===== config.mk =====
export PLATFORM = sky130hd
export DESIGN_NAME = ext_irq_sense
export DESIGN_NICKNAME = d
export VERILOG_FILES = /design/src/rtl/ext_irq_pkg.sv /design/src/rtl/irq_pin_sync.sv /design/src/rtl/irq_edge_sense.sv /design/src/rtl/irq_pend_flag.sv /design/src/rtl/irq_ctrl_regs.sv /design/src/rtl/ext_irq_sense.sv
export SDC_FILE = /design/constraint.sdc
export NUM_CORES = 1
export LEC_CHECK = 0
export CAP_MARGIN = 5
export CELL_PAD_IN_SITES_DETAIL_PLACEMENT = 1
export CELL_PAD_IN_SITES_GLOBAL_PLACEMENT = 1
export CORE_MARGIN = 2
export CORE_UTILIZATION = 34
export CTS_CLUSTER_SIZE = 20
export DETAILED_ROUTE_END_ITERATION = 10
export PLACE_DENSITY = 0.82
export SYNTH_ARGS = -nofsm -noshare
export SYNTH_HDL_FRONTEND = slang
export SYNTH_SLANG_ARGS = --single-unit

===== constraint.sdc =====
create_clock -name clk_i -period 3.07 [get_ports clk_i]
set_input_delay 0.4605 -clock clk_i [delete_from_list [all_inputs] [get_ports clk_i]]
set_output_delay 0.4605 -clock clk_i [all_outputs]
set_load 0.03 [all_outputs]

===== src/rtl/ext_irq_pkg.sv =====
// Package: shared sense-mode encoding and register addresses for the
// external interrupt sense controller.
package ext_irq_pkg;

    // Sense-control encoding; the value 00 is the reset (level) mode.
    typedef enum logic [1:0] {
        SENSE_LOW  = 2'b00,
        SENSE_ANY  = 2'b01,
        SENSE_FALL = 2'b10,
        SENSE_RISE = 2'b11
    } sense_e;

    // Register map word addresses.
    localparam int REG_SENSE = 0;
    localparam int REG_EN    = 1;
    localparam int REG_PEND  = 2;

endpackage


===== src/rtl/irq_pin_sync.sv =====
// Module: irq_pin_sync
// Multi-flop synchroniser for asynchronous pin inputs.
// Assumes: STAGES >= 2; each bit is treated independently (no bus coherency).
module irq_pin_sync #(
    parameter int WIDTH  = 2,
    parameter int STAGES = 2
) (
    input  logic             clk_i,
    input  logic             rst_ni,
    input  logic [WIDTH-1:0] async_i,
    output logic [WIDTH-1:0] sync_o
);
    logic [STAGES-1:0][WIDTH-1:0] stage_q;

    // Shift the pin samples through the flop chain.
    always_ff @(posedge clk_i) begin
        if (!rst_ni) begin
            stage_q <= '0;
        end else begin
            stage_q[0] <= async_i;
            for (int s = 1; s < STAGES; s++) begin
                stage_q[s] <= stage_q[s-1];
            end
        end
    end

    assign sync_o = stage_q[STAGES-1];
endmodule


===== src/rtl/irq_edge_sense.sv =====
// Module: irq_edge_sense
// Per-channel event detector. It compares the synchronised level with the
// level one cycle earlier and reports the edge that the sense mode selects.
// It also reports the level-mode request condition.
// Assumes: lvl_i is already synchronous. The previous-sample register updates
// every cycle in every mode, so a mode change alone never creates an edge.
module irq_edge_sense
    import ext_irq_pkg::*;
(
    input  logic   clk_i,
    input  logic   rst_ni,
    input  logic   lvl_i,
    input  sense_e mode_i,
    output logic   hit_o,
    output logic   low_req_o
);
    logic prev_q;
    logic rise;
    logic fall;

    // Track the previous synchronised sample, regardless of mode.
    always_ff @(posedge clk_i) begin
        if (!rst_ni) prev_q <= 1'b0;
        else         prev_q <= lvl_i;
    end

    assign rise = lvl_i & ~prev_q;
    assign fall = ~lvl_i & prev_q;

    // Select the edge that counts as an event for the current mode.
    always_comb begin
        unique case (mode_i)
            SENSE_ANY:  hit_o = rise | fall;
            SENSE_FALL: hit_o = fall;
            SENSE_RISE: hit_o = rise;
            default:    hit_o = 1'b0;
        endcase
    end

    assign low_req_o = (mode_i == SENSE_LOW) & ~lvl_i;
endmodule


===== src/rtl/irq_pend_flag.sv =====
// Module: irq_pend_flag
// Pending flag of one channel. An edge event sets it; a write-one clear or an
// acknowledge clears it. When an event and a clear coincide, the event wins.
// In level mode the flag is held at zero.
// Assumes: hit_i, clr_i and ack_i are single-cycle synchronous strobes.
module irq_pend_flag
    import ext_irq_pkg::*;
(
    input  logic   clk_i,
    input  logic   rst_ni,
    input  sense_e mode_i,
    input  logic   hit_i,
    input  logic   clr_i,
    input  logic   ack_i,
    output logic   flag_o
);
    logic flag_q;

    // Update the flag with priority: reset, level mode, event, clear.
    always_ff @(posedge clk_i) begin
        if (!rst_ni)                  flag_q <= 1'b0;
        else if (mode_i == SENSE_LOW) flag_q <= 1'b0;
        else if (hit_i)               flag_q <= 1'b1;
        else if (clr_i || ack_i)      flag_q <= 1'b0;
    end

    assign flag_o = flag_q;
endmodule


===== src/rtl/irq_ctrl_regs.sv =====
// Module: irq_ctrl_regs
// Register port: holds the sense fields and the enable mask, decodes the
// write-one-to-clear strobe for the pending flags, and muxes read data.
// Assumes: DATA_W >= 2*NUM_CH; reads are combinational, writes take effect
// at the clock edge where reg_we_i is high.
module irq_ctrl_regs
    import ext_irq_pkg::*;
#(
    parameter int NUM_CH = 2,
    parameter int ADDR_W = 2,
    parameter int DATA_W = 8
) (
    input  logic                   clk_i,
    input  logic                   rst_ni,
    input  logic [ADDR_W-1:0]      addr_i,
    input  logic                   we_i,
    input  logic [DATA_W-1:0]      wdata_i,
    input  logic [NUM_CH-1:0]      pend_i,
    output logic [DATA_W-1:0]      rdata_o,
    output logic [NUM_CH-1:0][1:0] sense_o,
    output logic [NUM_CH-1:0]      en_o,
    output logic [NUM_CH-1:0]      w1c_o
);
    localparam int SENSE_W = 2 * NUM_CH;

    logic                   sel_sense;
    logic                   sel_en;
    logic                   sel_pend;
    logic [NUM_CH-1:0][1:0] sense_q;
    logic [NUM_CH-1:0]      en_q;
    logic                   unused_wbits;

    assign sel_sense = (addr_i == ADDR_W'(REG_SENSE));
    assign sel_en    = (addr_i == ADDR_W'(REG_EN));
    assign sel_pend  = (addr_i == ADDR_W'(REG_PEND));

    // Store the sense fields and the enable mask on register writes.
    always_ff @(posedge clk_i) begin
        if (!rst_ni) begin
            sense_q <= '0;
            en_q    <= '0;
        end else if (we_i) begin
            if (sel_sense) sense_q <= wdata_i[SENSE_W-1:0];
            if (sel_en)    en_q    <= wdata_i[NUM_CH-1:0];
        end
    end

    // Produce the write-one-to-clear strobe for the pending flags.
    assign w1c_o = (we_i && sel_pend) ? wdata_i[NUM_CH-1:0] : '0;

    // Select read data; unmapped addresses read zero.
    always_comb begin
        rdata_o = '0;
        if (sel_sense)     rdata_o[SENSE_W-1:0] = sense_q;
        else if (sel_en)   rdata_o[NUM_CH-1:0]  = en_q;
        else if (sel_pend) rdata_o[NUM_CH-1:0]  = pend_i;
    end

    assign sense_o      = sense_q;
    assign en_o         = en_q;
    assign unused_wbits = ^wdata_i;
endmodule


===== src/rtl/ext_irq_sense.sv =====
// Module: ext_irq_sense (top)
// External interrupt sense controller: synchronises the pins, detects the
// event each channel's sense field selects, keeps the pending flags, and
// gates the requests with the per-channel and global enables.
// Assumes: ack_i pulses for one cycle when the CPU enters a service routine.
module ext_irq_sense
    import ext_irq_pkg::*;
#(
    parameter int NUM_CH      = 2,
    parameter int SYNC_STAGES = 2,
    parameter int ADDR_W      = 2,
    parameter int DATA_W      = 8
) (
    input  logic              clk_i,
    input  logic              rst_ni,
    input  logic [NUM_CH-1:0] pin_i,
    input  logic              gie_i,
    input  logic [NUM_CH-1:0] ack_i,
    input  logic [ADDR_W-1:0] reg_addr_i,
    input  logic              reg_we_i,
    input  logic [DATA_W-1:0] reg_wdata_i,
    output logic [DATA_W-1:0] reg_rdata_o,
    output logic [NUM_CH-1:0] irq_req_o
);
    logic [NUM_CH-1:0]      sync_lvl;
    logic [NUM_CH-1:0]      edge_hit;
    logic [NUM_CH-1:0]      low_req;
    logic [NUM_CH-1:0]      pend_q;
    logic [NUM_CH-1:0]      w1c;
    logic [NUM_CH-1:0]      en_q;
    logic [NUM_CH-1:0][1:0] sense_q;

    irq_pin_sync #(
        .WIDTH  (NUM_CH),
        .STAGES (SYNC_STAGES)
    ) sync_i (
        .clk_i   (clk_i),
        .rst_ni  (rst_ni),
        .async_i (pin_i),
        .sync_o  (sync_lvl)
    );

    irq_ctrl_regs #(
        .NUM_CH (NUM_CH),
        .ADDR_W (ADDR_W),
        .DATA_W (DATA_W)
    ) regs_i (
        .clk_i   (clk_i),
        .rst_ni  (rst_ni),
        .addr_i  (reg_addr_i),
        .we_i    (reg_we_i),
        .wdata_i (reg_wdata_i),
        .pend_i  (pend_q),
        .rdata_o (reg_rdata_o),
        .sense_o (sense_q),
        .en_o    (en_q),
        .w1c_o   (w1c)
    );

    for (genvar ch = 0; ch < NUM_CH; ch++) begin : g_chan
        irq_edge_sense edge_i (
            .clk_i     (clk_i),
            .rst_ni    (rst_ni),
            .lvl_i     (sync_lvl[ch]),
            .mode_i    (sense_e'(sense_q[ch])),
            .hit_o     (edge_hit[ch]),
            .low_req_o (low_req[ch])
        );

        irq_pend_flag flag_i (
            .clk_i  (clk_i),
            .rst_ni (rst_ni),
            .mode_i (sense_e'(sense_q[ch])),
            .hit_i  (edge_hit[ch]),
            .clr_i  (w1c[ch]),
            .ack_i  (ack_i[ch]),
            .flag_o (pend_q[ch])
        );

        // Gate the channel's pending condition with both enables.
        assign irq_req_o[ch] = (pend_q[ch] | low_req[ch]) & en_q[ch] & gie_i;
    end
endmodule


==> flow_summary.toml, run 1 <==
[setup_path]
crit_fanout = 8
start_kind = "input port"
max_stage_delay_ps = 740
cp_common_cell = "clkdlybuf4s50_1"
cp.arrival_ps = 2210
critPathRequiredTime_ps = 2610
critPathCaptureType = "primary output"
worst-setup-path-type = "input port to primary output"
cp.buffers_inverters = 2
slowest_stage = "clkdlybuf4s50_1"
crit_family = "buffers and inverters"
path_cells = "clkdlybuf4s50_1 > mux2i_1 > o21ai_0 > clkdlybuf4s50_1"

[route]
wl_per_cell_um = 12.98
route.vias.total = 606
drc = 0
viasPerCell = 4.848
dr.pass1.iters = 4
routed_wl_um = 1622
drt.antenna.violating_nets = 0
first_iter_violations = 5

[sta]
finClkSkew_ps = 2.182
max_freq_mhz = 375.1
period_share_pct = 86.85
hold_viol = 0
fin_crit_ps = 2666
fin_setup_tns_ps = 0
hold_slack_ps = 438.9
drv_slew = 0
setup_viol = 0
rsz0062_at_grt = "false"

[cts]
cts_max_path_buffers = 2
clkSinkCount = 14
cts_root_buffer = "clkbuf_4"
path_clk_slew_ps = 80
post_cts_resized = 0
numCtsBuffers = 3
cts_tree = "built"
cts_setup_buffers = 0
htreeDepth = 1
holdBufCountCts = 0
clk_latency_ps = 280

[yosys]
synth_seq_area_share_pct = 36.54
synth_ff_type = "dfxtp_1"
ys_ff_latch = 14
syn-instance-count = 78
synth_area_leaders = "dfxtp_1 37%, mux2i_1 10%, ha_1 6.5%, nor2b_1 5.7%, and2_1 4.9%"
synth_warnings = 0
synth_top_area_share_pct = 36.54
syn_area_per_cell_um2 = 9.833
synth_cell_types = 27
synth_largest_area_cell = "dfxtp_1"
synth_area_um2 = 767.0
synth_edf_count = 0
ys_async_sr_fraction_pct = 0

[grt]
grt_pass1_vias = 646
grt_max_degree = 17
antenna_found_initial = 0
grt_remaining_overflow = 0
grtUsageTotal_pct = 14.98
grt_pass1_wl_um = 2953

[finish]
drive_gt1_share_pct = 7.216
final_common_cell = "clkdlybuf4s50_1"
syn_to_final_growth_pct = 27.41
antenna_cells = 0
final_nets = 121
final_cell_mix = "19 x clkdlybuf4s50_1, 14 x dfxtp_1, 8 x mux2i_1"

[floorplan]
die_height_um = 51.50
dieWidth_um = 51.50
die_area_um2 = 2652
start_util_pct = 35.35
fp.coreArea_um2 = 2170
rows = 17
ios = 28

[place]
io_buffers = 19
dpl.hpwl_um = 1281
gp_congestion = 0.7158

[outcome]
status = "complete, no violations"

[hold_path]
hp-class = "flip-flop to flip-flop"

[pwr]
p_leak_uw = 0.0003823
vdd_drop_max_mv = 0.2151
p_per_area_nw_per_um2 = 365.6

[job]
cap_viol_max_count = 0
[where the power goes]
group,switching (uW),internal (uW)
combinational,28.4,31.3
clock,59.0,45.5
sequential,5.60,187
total,92.9,264
[logic make-up (layout without fill, tap and decap cells)]
logic type,Yosys count,count (layout),share of synthesized area [%]
flops,14,14,36.54
buf+inv,11,27,9.297
compound gates,10,10,9.626
simple gates,29,29,25.61
mux,9,9,11.91
fa+ha+maj,4,4,6.526
other cells,1,4,0.4889
[metal layers]
metal  track usage [%]  routed length [um]  up-vias
met4             5.263                   8        0
met2             26.28                 814       15
met3             3.736                  64        2
met1             17.63                 735      293
li1                  -                   -      296
met5                 0                   0        -
[sequential cells by signal, indices dropped and copies added (netlist names)]
signal,flops
g_chan.flag_i.flag_o,2
regs_i.sense_o,4
sync_i.stage_q,2
g_chan.edge_i.prev_q,2
sync_i.sync_o,2
regs_i.en_o,2
[worst paths after layout]
check | startpoint | endpoint | slack (ps) | cells past startpoint
worst min-delay path | sync_i.stage_q[1] | sync_i.sync_o[1] | 440 | 1
worst max-delay path | reg_addr_i[0] | reg_rdata_o[1] | 400 | 4
worst max register to register | sync_i.sync_o[0] | g_chan[0].flag_i.flag_o | 1890 | 5
worst min register to register | sync_i.stage_q[1] | sync_i.sync_o[1] | 440 | 1
[cell type report]
cell class	count	area (um^2)
flip-flops and latches	14	280.3
inverters	4	15.01
repair buffers	20	197.7
fillers	255	1192
clock buffers	3	22.52
multi-input cells	56	426.7
well taps	28	35.03
[per-stage QoR]
stage / instances / worst slack [ps] / cell area [um^2] / total power [uW] / util (%)
global route: 125 / 294.2 / 977.2 / 375.6 / 45.04
CTS: 125 / 383.7 / 977.2 / 362.8 / 45.04
floorplan: 81 / 1231 / 778.2 / 235.0 / -
detailed placement: 122 / 383.2 / 954.7 / 257.6 / 44.00
global placement: 122 / 440.5 / 954.7 / 254.9 / 44.00
finish: 125 / 403.8 / 977.2 / 357.3 / 45.04
[synthesized netlist by cell type (2+ instances only)]
library cell	n
ha_1	4
nand4b_1	2
nor2_1	2
o211a_1	2
nor2b_1	7
o21ai_0	2
dfxtp_1	14
buf_4	4
a21oi_1	2
nor3_1	2
nor3b_1	3
buf_6	2
nand2_1	3
mux2i_1	8
inv_1	4
and2_1	6
No activity file was read; power rests on OpenSTA's default activity.
==> run 2: changes to the inputs <==
CORE_UTILIZATION = 30   (was 34)
GPL_TIMING_DRIVEN = 0   (was default)
PLACE_DENSITY = 0.74   (was 0.82)
==> run 2 against run 1 <==
Register-to-register slack worse by 40 ps. Critical endpoint is now irq_req_o[1]. Flip-flop and latch count unchanged. Non-clock buffer count up 4. Global-route usage down 2.0 points. Combinational power up 6.2%. Maximum frequency up 18%.
==> flow_summary.toml, run 2 (same netlist as run 1, synthesis figures left out) <==
[setup_path]
cp.arrival_ps = 1790
crit_family = "buffers and inverters"
path_cells = "clkdlybuf4s50_1 > o211a_1 > clkdlybuf4s50_1"
slowest_stage = "clkdlybuf4s50_1"
max_stage_delay_ps = 660
critPathRequiredTime_ps = 2610
crit_fanout = 2
start_kind = "input port"
cp_common_cell = "clkdlybuf4s50_1"
worst-setup-path-type = "input port to primary output"
cp.buffers_inverters = 2
critPathCaptureType = "primary output"

[finish]
final_core_util_pct = 41.64
final_common_cell = "clkdlybuf4s50_1"
final_cell_mix = "17 x clkdlybuf4s50_1, 14 x dfxtp_1, 8 x mux2i_1"
multiInputGateArea_um2 = 426.7
fillerInstances = 295
final_nets = 125
antenna_cells = 0
seqCellArea_um2 = 280.3
final_area_um2 = 1022
drive_gt1_share_pct = 12.75
syn_to_final_growth_pct = 33.28
largest_reg_flops = 4

[grt]
grtUsageTotal_pct = 12.94
antenna_found_initial = 0
grt_pass1_wl_um = 2677
grt_max_degree = 11
grt_remaining_overflow = 0
grt_pass1_vias = 636

[pwr]
comb_power_share_pct = 16.3
p_leak_uw = 0.0004120
power_switching_uw = 94.64
p_clk_share_pct = 34.1
p_per_area_nw_per_um2 = 380.4
internal_power_uw = 294.2
p_seq_share_pct = 49.6
vdd_drop_max_mv = 0.2711
swShare_pct = 24.34

[job]
cap_viol_max_count = 0

[hold_path]
hp-class = "flip-flop to flip-flop"

[place]
place_area_um2 = 985.9
gp_congestion = 0.7263
dpl.hpwl_um = 1317
io_buffers = 17

[route]
routed_wl_um = 1642
drt.antenna.violating_nets = 0
first_iter_violations = 2
dr.pass1.iters = 2
wl_per_cell_um = 12.44
drc = 0
route.vias.total = 602
viasPerCell = 4.561

[cts]
holdBufCountCts = 0
cts_root_buffer = "clkbuf_4"
cts_tree = "built"
path_clk_slew_ps = 80
clkSinkCount = 14
post_cts_resized = 0
htreeDepth = 1
clk_latency_ps = 280
numCtsBuffers = 3
cts_setup_buffers = 0
cts_max_path_buffers = 2

[floorplan]
die_height_um = 54.57
fp.coreArea_um2 = 2455
ios = 28
start_util_pct = 31.24
die_area_um2 = 2977
dieWidth_um = 54.57
rows = 18

[sta]
fin_setup_tns_ps = 0
setup_viol = 0
finClkSkew_ps = 3.411
drv_slew = 0
rsz0062_at_grt = "false"
period_share_pct = 73.33
max_freq_mhz = 444.2
hold_viol = 0
fin_crit_ps = 2251

[outcome]
status = "complete, no violations"
[run 2: cell count changes in the layout (fill, tap and decap cells not counted), sizes merged]
cell	before	now
clkbuf	3	5
clkdlybuf4s50	19	17
buf	1	6
[run 2: worst paths after layout]
kind,from,endpoint,slack [ps],cells after the start
max reg2reg,sync_i.sync_o[0],g_chan[0].flag_i.flag_o,1850,5
min reg2reg,sync_i.stage_q[0],sync_i.sync_o[0],440,1
min,sync_i.stage_q[0],sync_i.sync_o[0],440,1
max,gie_i,irq_req_o[1],820,3
[run 2: worst reg2reg max path, cell delays in order (launching register included)]
cell and delay, ps:
dfxtp_1 390, inv_1 60, ha_1 170, mux2_2 250, a21oi_1 170, a21boi_1 80
[run 2: per-stage QoR]
stage	std cells	hold WS, ps	setup WS, ps	total power [uW]
after floorplan	81	411.9	1231	235.0
after global placement	128	417.7	831.6	259.0
after detailed placement	128	424.5	833.8	261.1
after CTS	132	446.9	829.7	396.8
after global routing	132	463.0	759.0	408.6
final	132	440.8	818.8	388.9
[run 2: layout make-up]
| type | count | area share, % |
|---|---|---|
| multi-input combinational | 56 | 41.74 |
| sequential | 14 | 27.42 |
| timing repair buffer | 17 | 16.65 |
| buffer | 7 | 5.508 |
| tap | 30 | 3.672 |
| clock buffer | 4 | 3.550 |
| inverter | 4 | 1.469 |
[run 2: power groups by stage]
stage / registers (uW) / clock network (uW) / logic, uW
floorplan: 195 / 0 / 39.5
global placement: 197 / 0 / 62.0
detailed placement: 197 / 0 / 63.7
CTS: 193 / 140 / 63.9
global route: 194 / 145 / 69.3
finish: 193 / 133 / 63.4
[run 2: routing by layer]
metal	track usage [%]	part of all wire (%)	vias up
li1	-	-	306
met1	14.29	46	279
met2	22.29	48	15
met3	4.918	5.4	2
met4	5.000	0.97	0
met5	0	0	-
